[src/rtl/pwd_pkg.sv]
package pwd_pkg;
  typedef enum logic [1:0] {
    SEL_MASK = 2'd0,
    SEL_CTRL = 2'd1,
    SEL_FBB  = 2'd2,
    SEL_NONE = 2'd3
  } pwd_sel_e;

  localparam int unsigned TAG_W    = 4;
  localparam logic [3:0]  WIN_TAG  = 4'hF;
  localparam logic [1:0]  MODE_ON  = 2'b01;
  localparam int unsigned FBB_W    = 2;
endpackage

[src/rtl/pwd_regs.sv]
module pwd_regs
  import pwd_pkg::*;
#(
  parameter int unsigned DATA_W = 32
) (
  input  logic              clk,
  input  logic              rst_n,
  input  logic              wr_en,
  input  logic [1:0]        wr_sel,
  input  logic [DATA_W-1:0] wr_data,
  input  logic [1:0]        rd_sel,
  output logic [DATA_W-1:0] rd_data,
  output logic [DATA_W-1:0] mask_q,
  output logic [DATA_W-1:0] ctrl_q
);
  logic [FBB_W-1:0] fbb_q;
  logic mask_we, ctrl_we, fbb_we;

  always_comb begin
    mask_we = wr_en && (pwd_sel_e'(wr_sel) == SEL_MASK);
    ctrl_we = wr_en && (pwd_sel_e'(wr_sel) == SEL_CTRL);
    fbb_we  = wr_en && (pwd_sel_e'(wr_sel) == SEL_FBB);
  end

  always_ff @(posedge clk or negedge rst_n) begin
    if (!rst_n) begin
      mask_q <= '0;
      ctrl_q <= '0;
      fbb_q  <= '0;
    end else begin
      if (mask_we) mask_q <= wr_data;
      if (ctrl_we) ctrl_q <= wr_data;
      if (fbb_we)  fbb_q  <= wr_data[FBB_W-1:0];
    end
  end

  always_comb begin
    unique case (pwd_sel_e'(rd_sel))
      SEL_MASK: rd_data = mask_q;
      SEL_CTRL: rd_data = ctrl_q;
      SEL_FBB:  rd_data = {{(DATA_W-FBB_W){1'b0}}, fbb_q};
      default:  rd_data = '0;
    endcase
  end
endmodule

[src/rtl/pwd_map.sv]
module pwd_map
  import pwd_pkg::*;
#(
  parameter int unsigned NCHUNK = 32
) (
  input  logic [NCHUNK-1:0] mask,
  input  logic [1:0]        mode,
  output logic [NCHUNK-1:0] fwd_map,
  output logic              mode_on
);
  // edge chunks (firmware at the bottom, bridge registers at the top) are never opened
  localparam logic [NCHUNK-1:0] KEEP = ~({1'b1, {(NCHUNK-1){1'b0}}} | NCHUNK'(1));

  always_comb begin
    mode_on = (mode == MODE_ON);
    fwd_map = mask & KEEP & {NCHUNK{mode_on}};
  end
endmodule

[src/rtl/pwd_lookup.sv]
module pwd_lookup
  import pwd_pkg::*;
#(
  parameter int unsigned ADDR_W    = 32,
  parameter int unsigned CHUNK_LG2 = 23,
  localparam int unsigned IDX_W    = ADDR_W - TAG_W - CHUNK_LG2,
  localparam int unsigned NCHUNK   = 1 << IDX_W
) (
  input  logic              clk,
  input  logic              rst_n,
  input  logic              req_valid,
  input  logic [ADDR_W-1:0] req_addr,
  input  logic [NCHUNK-1:0] fwd_map,
  output logic              fwd_valid,
  output logic              fwd_hit,
  output logic [ADDR_W-1:0] fwd_addr
);
  logic             in_win;
  logic [IDX_W-1:0] idx;
  logic             hit_d;

  always_comb begin
    in_win = (req_addr[ADDR_W-1 -: TAG_W] == WIN_TAG);
    idx    = req_addr[CHUNK_LG2 +: IDX_W];
    hit_d  = req_valid && in_win && fwd_map[idx];
  end

  always_ff @(posedge clk or negedge rst_n) begin
    if (!rst_n) begin
      fwd_valid <= 1'b0;
      fwd_hit   <= 1'b0;
      fwd_addr  <= '0;
    end else begin
      fwd_valid <= req_valid;
      fwd_hit   <= hit_d;
      if (req_valid) fwd_addr <= req_addr;
    end
  end
endmodule

[src/rtl/pci_window_decoder.sv]
module pci_window_decoder
  import pwd_pkg::*;
#(
  parameter int unsigned ADDR_W     = 32,
  parameter int unsigned CHUNK_LG2  = 23,
  parameter int unsigned MODE_LSB   = 7,
  parameter int unsigned SYNC_DEPTH = 2
) (
  input  logic              clk,
  input  logic              rst_n,
  input  logic              cfg_wr_en,
  input  logic [1:0]        cfg_sel,
  input  logic [ADDR_W-1:0] cfg_wr_data,
  input  logic [1:0]        cfg_rd_sel,
  output logic [ADDR_W-1:0] cfg_rd_data,
  input  logic              req_valid,
  input  logic [ADDR_W-1:0] req_addr,
  output logic              fwd_valid,
  output logic              fwd_hit,
  output logic [ADDR_W-1:0] fwd_addr
);
  localparam int unsigned IDX_W  = ADDR_W - TAG_W - CHUNK_LG2;
  localparam int unsigned NCHUNK = 1 << IDX_W;

  // reset: asserted at once, released after SYNC_DEPTH clock edges
  logic [SYNC_DEPTH-1:0] sync_q;
  logic                  rst_n_s;

  genvar g;
  generate
    for (g = 0; g < SYNC_DEPTH; g++) begin : g_sync
      always_ff @(posedge clk or negedge rst_n) begin
        if (!rst_n) sync_q[g] <= 1'b0;
        else        sync_q[g] <= (g == 0) ? 1'b1 : sync_q[(g == 0) ? 0 : g-1];
      end
    end
  endgenerate
  assign rst_n_s = sync_q[SYNC_DEPTH-1];

  logic [ADDR_W-1:0] mask_q, ctrl_q;
  logic [NCHUNK-1:0] fwd_map;
  logic              mode_on;

  pwd_regs #(.DATA_W(ADDR_W)) u_regs (
    .clk     (clk),
    .rst_n   (rst_n_s),
    .wr_en   (cfg_wr_en),
    .wr_sel  (cfg_sel),
    .wr_data (cfg_wr_data),
    .rd_sel  (cfg_rd_sel),
    .rd_data (cfg_rd_data),
    .mask_q  (mask_q),
    .ctrl_q  (ctrl_q)
  );

  pwd_map #(.NCHUNK(NCHUNK)) u_map (
    .mask    (mask_q[NCHUNK-1:0]),
    .mode    (ctrl_q[MODE_LSB +: 2]),
    .fwd_map (fwd_map),
    .mode_on (mode_on)
  );

  pwd_lookup #(.ADDR_W(ADDR_W), .CHUNK_LG2(CHUNK_LG2)) u_lookup (
    .clk       (clk),
    .rst_n     (rst_n_s),
    .req_valid (req_valid),
    .req_addr  (req_addr),
    .fwd_map   (fwd_map),
    .fwd_valid (fwd_valid),
    .fwd_hit   (fwd_hit),
    .fwd_addr  (fwd_addr)
  );
endmodule

[config.mk]
export PLATFORM = sky130hd
export DESIGN_NAME = pci_window_decoder
export DESIGN_NICKNAME = d
export VERILOG_FILES = /design/src/rtl/pwd_pkg.sv /design/src/rtl/pwd_regs.sv /design/src/rtl/pwd_map.sv /design/src/rtl/pwd_lookup.sv /design/src/rtl/pci_window_decoder.sv
export SDC_FILE = /design/constraint.sdc
export NUM_CORES = 1
export LEC_CHECK = 0
export ABC_AREA = 1
export BUFFER_PORTS_ARGS = -buffer_cell sky130_fd_sc_hd__clkbuf_2
export CORE_MARGIN = 2
export CORE_UTILIZATION = 46
export DETAILED_ROUTE_END_ITERATION = 6
export PLACE_DENSITY = 0.77
export SYNTH_ARGS = -nofsm -noshare
export SYNTH_HDL_FRONTEND = slang
export SYNTH_SLANG_ARGS = --single-unit
[constraint.sdc]
create_clock -name clk -period 2.9 [get_ports clk]
set_clock_uncertainty 0.05 [all_clocks]
set_input_delay 0.145 -clock clk [delete_from_list [all_inputs] [get_ports clk]]
set_output_delay 0.145 -clock clk [all_outputs]
set_load 0.02 [all_outputs]
==> flow_summary.yaml <==
finish:
  area_delta_synth_final_pct: 32.8
  antenna_cells: 0
  drive_gt1_share_pct: 27.7
  final_common_cell: "clkbuf_2"
  fin_nets: 764
  final_cell_mix: "137 x clkbuf_2, 106 x nand2_1, 101 x dfrtp_1, 87 x o21ai_0, 68 x nand3_1"
  fin_area_um2: 6050
  fill_cells: 847
global_route:
  grt_max_degree: 65
  grt_use_total_pct: 22.9
  grt_pass1_vias: 4141
  grt_antenna_before_repair: 0
  grt_pass1_wl_um: 19800
  overflow: 0
timing:
  fin_crit_ns: 1.86
  whs_ns: 0.00669
  final_max_slew_viol_count: 0
  fin_tns_setup_ns: 0
  relSlewSlack_pct: 41.7
  hold_viol: 0
  worst_slack_ns: 1.04
  fmax_mhz: 539
  setup_viol: 0
  tightest_slew_ns: 0.874
  rsz0062_at_grt: "false"
  post-route-period-util_pct: 64.0
cts:
  cts_resized: 0
  cts_sinks: 102
  clkTransAtPathRegs_ns: 0.10
  cts_max_level: 3
  cts_tree: "built"
  cts_buffers: 9
  clk-insertion-delay-late_ns: 0.36
  cts_max_path_buffers: 2
  cts_root_buffer: "clkbuf_8"
route:
  wl_um: 11900
  routed_via_density: 5.01
  vias: 4162
  wire_per_inst_um: 14.3
  drt-initial-drc-count: 210
  final_antenna_net_count: 0
  drc: 0
  drtPass1Iterations: 5
yosys:
  avgSynthCellArea_um2: 8.90
  synthesis.nets: 584
  seq_area_frac_synth_pct: 56.0
  syn_area_um2: 4560
  synth_warnings: 0
  ys_ff_latch: 102
  synth.distinct_cells: 21
  synthCells: 512
critical_path:
  worstPathMaxFanout: 19
  endpoint_kind: "primary output"
  cp_common_cell: "clkbuf_2"
  crit_slowest_cell: "nand2_1"
  slowest_delay_ns: 0.49
  required_ns: 2.71
  crit_chain: "clkbuf_2 -> inv_2 -> nand2_1 -> o21ai_0 -> clkbuf_2"
  crit_path_start_kind: "input port"
  critPathArrivalTime_ns: 1.66
  crit_type: "input port to primary output"
power:
  leakage_uw: 0.00315
  ir_worst_vdd_uv: 234
  p_per_area_nw_per_um2: 542
run:
  maxCapViolCount: 0
floorplan:
  die_y_um: 104
  fp.dieW_um: 104
  dieArea_um2: 10700
  io_pins: 138
  core_um2: 9680
  initial_core_util_pct: 47.1
  num_rows: 36
place:
  io_buffers: 137
  routabilityCongestion: 0.863
  post-dp-hpwl_um: 7890
  dpl_cell_area_um2: 5320
  pre_cts_ws_ns: 1.05
status:
  outcome: "complete, no violations"
min_path:
  hold_path_class: "input port to flip-flop"
## timing repair
action                    in CTS  in global routing
hold endpoints to repair      77                  1
hold buffers                  55                  1
setup buffers                  0                  0
## through the flow
| step | power, uW | instances | utilization, % |
|---|---|---|---|
| after floorplan | 2180 | 512 | - |
| after global placement | 2400 | 758 | 54.9 |
| after detailed placement | 2430 | 758 | 54.9 |
| after CTS | 3310 | 829 | 62.4 |
| after global routing | 3470 | 830 | 62.5 |
| final | 3280 | 830 | 62.5 |
## final timing paths
| check | depth (start not counted) | end | slack [ns] | startpoint |
|---|---|---|---|---|
| max | 5 | cfg_rd_data[11] | 1.04 | cfg_rd_sel[0] |
| min | 3 | u_regs.ctrl_q[26] | 0.007 | cfg_wr_data[26] |
| max reg2reg | 1 | u_regs.ctrl_q[10] | 1.66 | rst_n_s |
| min reg2reg | 0 | rst_n_s | 0.31 | sync_q[0] |
| max in group asynchronous | 1 | u_regs.ctrl_q[10] | 1.66 | rst_n_s |
| min in group asynchronous | 2 | rst_n_s | 0.04 | rst_n |
## cells by family after synthesis
kind of cell,count (synthesis),share of synthesized area [%]
simple gates,191,18.0
flops,102,56.0
compound gates,99,11.1
buf+inv,93,8.37
mux,26,6.42
other cells,1,0.0823
## synthesized netlist by cell type
master    count  area (um^2)
nand2_1     106          398
a21oi_1       6         30.0
dfrtp_1     102         2550
o31ai_1       1         7.51
nand2_2       2         12.5
nand3_1      68          340
nor4_1        1         6.26
conb_1        1         3.75
o21ai_1       2         10.0
o211ai_1      3         22.5
inv_4         1         6.26
buf_6         3         33.8
mux2_2       26          293
inv_2         2         7.51
inv_1        60          225
nor2_1       12         45.0
clkbuf_2      1         5.00
clkbuf_1     21         78.8
o21ai_0      87          435
buf_2         5         25.0
nand3_2       2         20.0
## area by class of cell
type	count	area, um^2	area share, %
clock buffer	9	124	2.05
clock inverter	7	53.8	0.889
inverter	63	239	3.95
multi-input combinational	317	1620	26.8
sequential	102	2560	42.2
tap	133	166	2.75
timing repair buffer	199	1290	21.3
## per-layer routing
layer / global-route usage [%] / up-vias / routed length, um
met1: 30.3 / 1991 / 5260
li1: - / 2019 / -
met4: 8.40 / 0 / 218
met5: 0 / - / 0
met2: 38.1 / 131 / 5850
met3: 3.96 / 21 / 579
## state kept, by name, indices dropped and copies added (netlist names)
register / count
u_lookup.fwd_hit: 1
u_lookup.fwd_valid: 1
u_lookup.fwd_addr: 32
u_regs.fbb_q: 2
sync_q: 1
rst_n_s: 1
u_regs.mask_q: 32
u_regs.ctrl_q: 32
## worst max-delay path: cells and delay by family
kind,cells,cell delay [ns]
compound gates,1,0.45
buf+inv,3,0.55
simple gates,1,0.49
## report_power, final
| group | total (uW) | leakage (uW) | switching, uW | internal (uW) |
|---|---|---|---|---|
| clock | 819 | 0.0000879 | 498 | 321 |
| combinational | 721 | 0.00182 | 427 | 294 |
| sequential | 1740 | 0.00124 | 126 | 1610 |
| total | 3280 | 0.00315 | 1050 | 2230 |
(Power assumes the default switching activity.)
